### src/rtl/eeprom_page_writer.sv
module eeprom_page_writer #(
  parameter int ADDR_W          = 17,
  parameter int DATA_W          = 8,
  parameter int PAGE_BITS       = 7,
  parameter int CLK_PS          = 10000,
  parameter int AS_NS           = 0,
  parameter int AH_NS           = 100,
  parameter int DS_NS           = 100,
  parameter int DH_NS           = 10,
  parameter int WP_NS           = 150,
  parameter int WPH_NS          = 50,
  parameter int BLC_NS          = 150000,
  parameter int WC_NS           = 10000000,
  parameter int LOAD_MARGIN_CYC = 4
) (
  input  logic                 clk,
  input  logic                 rst_n,
  input  logic                 start_i,
  input  logic [ADDR_W-1:0]    page_addr_i,
  input  logic [PAGE_BITS-1:0] count_i,
  input  logic                 byte_valid_i,
  input  logic [DATA_W-1:0]    byte_data_i,
  output logic                 byte_ready_o,
  output logic                 busy_o,
  output logic                 done_o,
  output logic [ADDR_W-1:0]    ee_addr_o,
  output logic [DATA_W-1:0]    ee_data_o,
  output logic                 ee_cs_n_o,
  output logic                 ee_we_n_o,
  output logic                 ee_oe_n_o
);

  function automatic longint ns2cyc(input longint ns);
    return (ns * 1000 + longint'(CLK_PS) - 1) / longint'(CLK_PS);
  endfunction

  function automatic longint lmax(input longint a, input longint b);
    return (a > b) ? a : b;
  endfunction

  localparam int WP_CYC    = int'(lmax(1, ns2cyc(WP_NS)));
  localparam int SETUP_CYC = int'(lmax(1, lmax(ns2cyc(AS_NS), ns2cyc(DS_NS) - WP_CYC)));
  localparam int HOLD_CYC  = int'(lmax(lmax(1, ns2cyc(DH_NS)),
                                       lmax(ns2cyc(WPH_NS), ns2cyc(AH_NS) - WP_CYC)));
  localparam int STALL_CYC = int'(lmax(1, ns2cyc(BLC_NS) - WP_CYC - HOLD_CYC
                                          - SETUP_CYC - LOAD_MARGIN_CYC));
  localparam int WC_CYC    = int'(lmax(1, ns2cyc(WC_NS)));
  localparam int CNT_MAX   = int'(lmax(lmax(WP_CYC, SETUP_CYC),
                                       lmax(lmax(HOLD_CYC, STALL_CYC), WC_CYC)));
  localparam int CNT_W     = $clog2(CNT_MAX + 1);

  typedef enum logic [2:0] {
    ST_IDLE, ST_WAIT, ST_SETUP, ST_PULSE, ST_HOLD, ST_PROG
  } state_t;

  state_t               state;
  logic [CNT_W-1:0]     timer;
  logic [ADDR_W-1:0]    addr_q;
  logic [DATA_W-1:0]    data_q;
  logic [PAGE_BITS-1:0] left_q;
  logic                 loaded_q;

  wire setup_end = timer == CNT_W'(SETUP_CYC - 1);
  wire pulse_end = timer == CNT_W'(WP_CYC - 1);
  wire hold_end  = timer == CNT_W'(HOLD_CYC - 1);
  wire stall_end = timer == CNT_W'(STALL_CYC - 1);
  wire prog_end  = timer == CNT_W'(WC_CYC - 1);

  always_ff @(posedge clk or negedge rst_n) begin
    if (!rst_n) begin
      state    <= ST_IDLE;
      timer    <= '0;
      addr_q   <= '0;
      data_q   <= '0;
      left_q   <= '0;
      loaded_q <= 1'b0;
    end else begin
      case (state)
        ST_IDLE: if (start_i) begin
          addr_q   <= page_addr_i;
          left_q   <= count_i;
          loaded_q <= 1'b0;
          timer    <= '0;
          state    <= ST_WAIT;
        end
        ST_WAIT: if (byte_valid_i) begin
          data_q <= byte_data_i;
          timer  <= '0;
          state  <= ST_SETUP;
        end else if (loaded_q) begin
          if (stall_end) begin
            timer <= '0;
            state <= ST_PROG;
          end else begin
            timer <= timer + 1'b1;
          end
        end
        ST_SETUP: if (setup_end) begin
          timer <= '0;
          state <= ST_PULSE;
        end else begin
          timer <= timer + 1'b1;
        end
        ST_PULSE: if (pulse_end) begin
          timer <= '0;
          state <= ST_HOLD;
        end else begin
          timer <= timer + 1'b1;
        end
        ST_HOLD: if (hold_end) begin
          timer    <= '0;
          loaded_q <= 1'b1;
          if (left_q == '0) begin
            state <= ST_PROG;
          end else begin
            left_q <= left_q - 1'b1;
            addr_q <= {addr_q[ADDR_W-1:PAGE_BITS], addr_q[PAGE_BITS-1:0] + PAGE_BITS'(1)};
            state  <= ST_WAIT;
          end
        end else begin
          timer <= timer + 1'b1;
        end
        ST_PROG: if (prog_end) begin
          timer <= '0;
          state <= ST_IDLE;
        end else begin
          timer <= timer + 1'b1;
        end
        default: state <= ST_IDLE;
      endcase
    end
  end

  assign busy_o       = state != ST_IDLE;
  assign byte_ready_o = state == ST_WAIT;
  assign done_o       = (state == ST_PROG) && prog_end;
  assign ee_cs_n_o    = !(state == ST_SETUP || state == ST_PULSE || state == ST_HOLD);
  assign ee_we_n_o    = state != ST_PULSE;
  assign ee_oe_n_o    = 1'b1;
  assign ee_addr_o    = addr_q;
  assign ee_data_o    = data_q;

endmodule

### config.mk
export PLATFORM = sky130hd
export DESIGN_NAME = eeprom_page_writer
export DESIGN_NICKNAME = d
export VERILOG_FILES = /design/src/rtl/eeprom_page_writer.sv
export SDC_FILE = /design/constraint.sdc
export NUM_CORES = 1
export LEC_CHECK = 0
export BUFFER_PORTS_ARGS = -buffer_cell sky130_fd_sc_hd__buf_2
export CAP_MARGIN = 20
export CELL_PAD_IN_SITES_DETAIL_PLACEMENT = 1
export CELL_PAD_IN_SITES_GLOBAL_PLACEMENT = 1
export CORE_MARGIN = 2
export CORE_UTILIZATION = 36
export CTS_BUF_LIST = sky130_fd_sc_hd__clkbuf_16
export DETAILED_ROUTE_END_ITERATION = 8
export GPL_TIMING_DRIVEN = 1
export PLACE_DENSITY = 0.82
export REMOVE_ABC_BUFFERS = 1
export SETUP_SLACK_MARGIN = 0.02
export SYNTH_ARGS = -nofsm -noshare
export SYNTH_HDL_FRONTEND = slang
export SYNTH_SLANG_ARGS = --single-unit
### constraint.sdc
create_clock -name clk -period 4.1 [get_ports clk]
set_input_delay 0.205 -clock clk [delete_from_list [all_inputs] [get_ports clk]]
set_output_delay 0.205 -clock clk [all_outputs]
set_load 0.05 [all_outputs]
==> impl_metrics.csv <==
group,metric,value,unit
status,status,"finished clean",
hold_path,hold_path_class,"input port to async pin",
yosys,synth_cells,317,
critical_path,cp_max_fo,14,
cts,holdBufCountCts,0,
cts,cts.sinks,56,
cts,cts_setup_buffers,0,
detailed_routing,vias_per_cell,5.329,
critical_path,rr_startpoint,"timer[10]$_DFFE_PN0P_",
timing,max-slew-margin-rel,46.23,%
power_and_ir_drop,leakagePower,1.725,nW
yosys,ys_seq_elements,56,
critical_path,cp.depth,6,
floorplanning,fp-row-count,33,
timing,grt_setup_unrepaired,"false",
timing,maxSlewViolCount,0,
yosys,syn_area,3025,sq um
power_and_ir_drop,clockPowerShare,38.2,%
critical_path,end_kind,"flop",
cts,worstSkewPairLatency,0.29,ns
grt,grt_pass1_vias,2652,
critical_path,critPathCapture,"timer[16]$_DFFE_PN0P_",
grt,grt_overflow_total,0,
power_and_ir_drop,seq_power_share,53.9,%
detailed_routing,vias,2579,
critical_path,worst_path_dominant_cell_family,"simple AND/OR/NAND/NOR gates",
critical_path,max_stage_delay,0.74,ns
floorplanning,die_w,95.67,um
critical_path,r2r_end,"timer[16]$_DFFE_PN0P_",
detailed_routing,first_pass_iters,4,
cells_and_area,syn_to_final_growth,18.07,%
grt,grt_pass1_wl,12720,um
timing,max_freq,322.8,MHz
cells_and_area,antenna_cells,0,
cells_and_area,mostFrequentLayoutCells,"buf_2 (65), dfrtp_1 (56), nor2_1 (36)",
cts,clk_pin_slew,0.07,ns
timing,layout_min_cycle_time,3.098,ns
yosys,synth.distinct_cells,46,
critical_path,startpoint,"timer[10]$_DFFE_PN0P_",
critical_path,crit_path_top_delay_cell,"nor4_4",
critical_path,crit_type,"flop to flop",
critical_path,cp.arrival,3.25,ns
critical_path,crit_chain,"or4_4 > or2_1 > o311a_4 > nor4_4 > and2_1 > nor2_1",
yosys,async_flop_share,100.0,%
yosys,ys.flop_type,"dfrtp_1",
timing,hold_viol_final,0,
yosys,synth_area_per_cell,9.544,sq um
timing,finalSetupTns,0,ns
power_and_ir_drop,sw_frac_of_total,23.39,%
detailed_routing,wl,7639,um
yosys,synth_enable_flop_cells,0,
power_and_ir_drop,p_int,809.6,uW
critical_path,r2r_slack,1.00,ns
critical_path,start_kind,"flop",
grt,grt_antenna_before_repair,0,
timing,skew,0.006283,ns
cells_and_area,final_common_cell,"buf_2",
floorplanning,initial_utilization,37.01,%
timing,finalWorstSetupSlack,1.002,ns
detailed_routing,ant_nets,0,
grt,track_usage,17.56,%
timing,tightest_slew,0.8006,ns
timing,post-route-period-util,75.57,%
floorplanning,die_y,95.67,um
place,preCtsSetupSlack,1.037,ns
cts,cts_tree,"done",
power_and_ir_drop,p_total,1.057,mW
place,io_buffer_count,65,
cts,cts_made_buffers,5,
cells_and_area,fillers,986,
yosys,yosysSeqAreaShare,46.32,%
detailed_routing,avgRoutedWirePerCell,15.78,um
cells_and_area,drive_gt1_share,26.65,%
detailed_routing,drt-initial-drc-count,90,
cts,root_buffer,"clkbuf_16",
detailed_routing,drc,0,
cts,cts_max_path_buffers,2,
power_and_ir_drop,pwr-share-comb,7.9,%
timing,setup_viol,0,
floorplanning,ioPinCount,67,
power_and_ir_drop,p_sw,247.1,uW
floorplanning,dieArea,9153,sq um
critical_path,rr_worst_depth,6,
floorplanning,core_area,8175,sq um
yosys,ys_warn_count,0,
critical_path,required,4.26,ns
place,dp_hpwl,5706,um
place,gp_congestion,0.8333,
cts,cts-resized-gates,0,
power_and_ir_drop,peakVddDrop,0.0001872,V
critical_path,crit_buf_inv,0,
job,cap_viol_max_count,0,
grt,grt_start_max_net_pins,57,
cts,htree_levels,2,
power_and_ir_drop,power_density,295.8,nW/um^2
cells_and_area,nets,419,
==> worst register-to-register path: cells and delay by family, from the launching register on <==
kind             cells  cell delay [ns]
AO/OA/AOI/OAI        1             0.37
flip-flops           1             0.43
AND/OR/NAND/NOR      5             2.17
==> sequential cells by signal, indices dropped and copies added, names as in the netlist <==
| register | flops |
|---|---|
| timer | 20 |
| ee_addr_o | 17 |
| ee_data_o | 8 |
| left_q | 7 |
| state | 3 |
| loaded_q | 1 |
==> synthesized netlist by cell type (all sizes together) (7+ instances only) <==
master	n	area share (%)
a21oi	12	2.0
nor2	37	4.7
dfrtp	56	46
and3	12	2.5
nand2	25	3.1
clkbuf	10	1.2
xnor2	9	2.6
nor2b	10	2.1
nand3	10	1.7
nor3	7	1.2
mux2	19	7.1
a22o	10	2.9
inv	12	1.5
nand4	7	1.4
o21ai	25	4.3
==> cell families (layout without fill, tap and decap cells) <==
group	after synthesis	in the layout	share of synthesized area, %
AOI/OAI and AO/OA	66	66	14.35
xor gates and xnor gates	11	11	3.185
adders and majority gates	5	5	2.068
buffers and inverters	27	89	4.011
DFF	56	56	46.32
muxes	21	21	7.734
other	1	1	0.1240
and+or+nand+nor	130	130	22.21
==> layout make-up <==
type                       instances  area [sq um]  share of cell area, %
timing repair buffer              69         355.3                  9.947
clock inverter                     3         11.26                 0.3152
clock buffer                       5         125.1                  3.503
sequential                        56          1401                  39.23
multi-input combinational        234          1503                  42.07
inverter                          12         45.04                  1.261
tap                              105         131.4                  3.678
==> through the flow <==
step / cells / area (sq um) / hold WS, ns / util, %
finish: 484 / 3572 / 0.04095 / 43.69
global route: 484 / 3572 / 0.1171 / 43.69
CTS: 484 / 3572 / 0.08442 / 43.69
detailed placement: 476 / 3436 / 0.3972 / 42.03
global placement: 476 / 3436 / 0.3930 / 42.03
floorplan: 302 / 2949 / -0.09059 / -
==> metal layers <==
layer  track usage [%]  routed length, um
met2             29.84               3782
met5                 0                  0
met4             5.952                177
met3             3.004                355
met1             22.58               3324
==> power groups by stage <==
stage	combinational (mW)	clock (mW)	sequential, mW
2_1_floorplan	0.0177	0	0.606
3_5_place_dp	0.0857	0	0.580
4_1_cts	0.0857	0.420	0.569
3_3_place_gp	0.0832	0	0.579
6_report	0.0838	0.404	0.569
5_1_grt	0.0919	0.442	0.571
==> how the worst min path moves through the flow <==
stage                                     to  slack (ns)  cells after the start
detailed placement      timer[6]$_DFFE_PN0P_        0.40                      2
floorplan           ee_addr_o[0]$_DFFE_PN0P_       -0.09                      0
CTS                     timer[6]$_DFFE_PN0P_        0.08                      2
global route           timer[15]$_DFFE_PN0P_        0.12                      2
global placement        timer[7]$_DFFE_PN0P_        0.39                      2
finish                  timer[9]$_DFFE_PN0P_        0.04                      2
No activity file was read; power rests on OpenSTA's default activity.
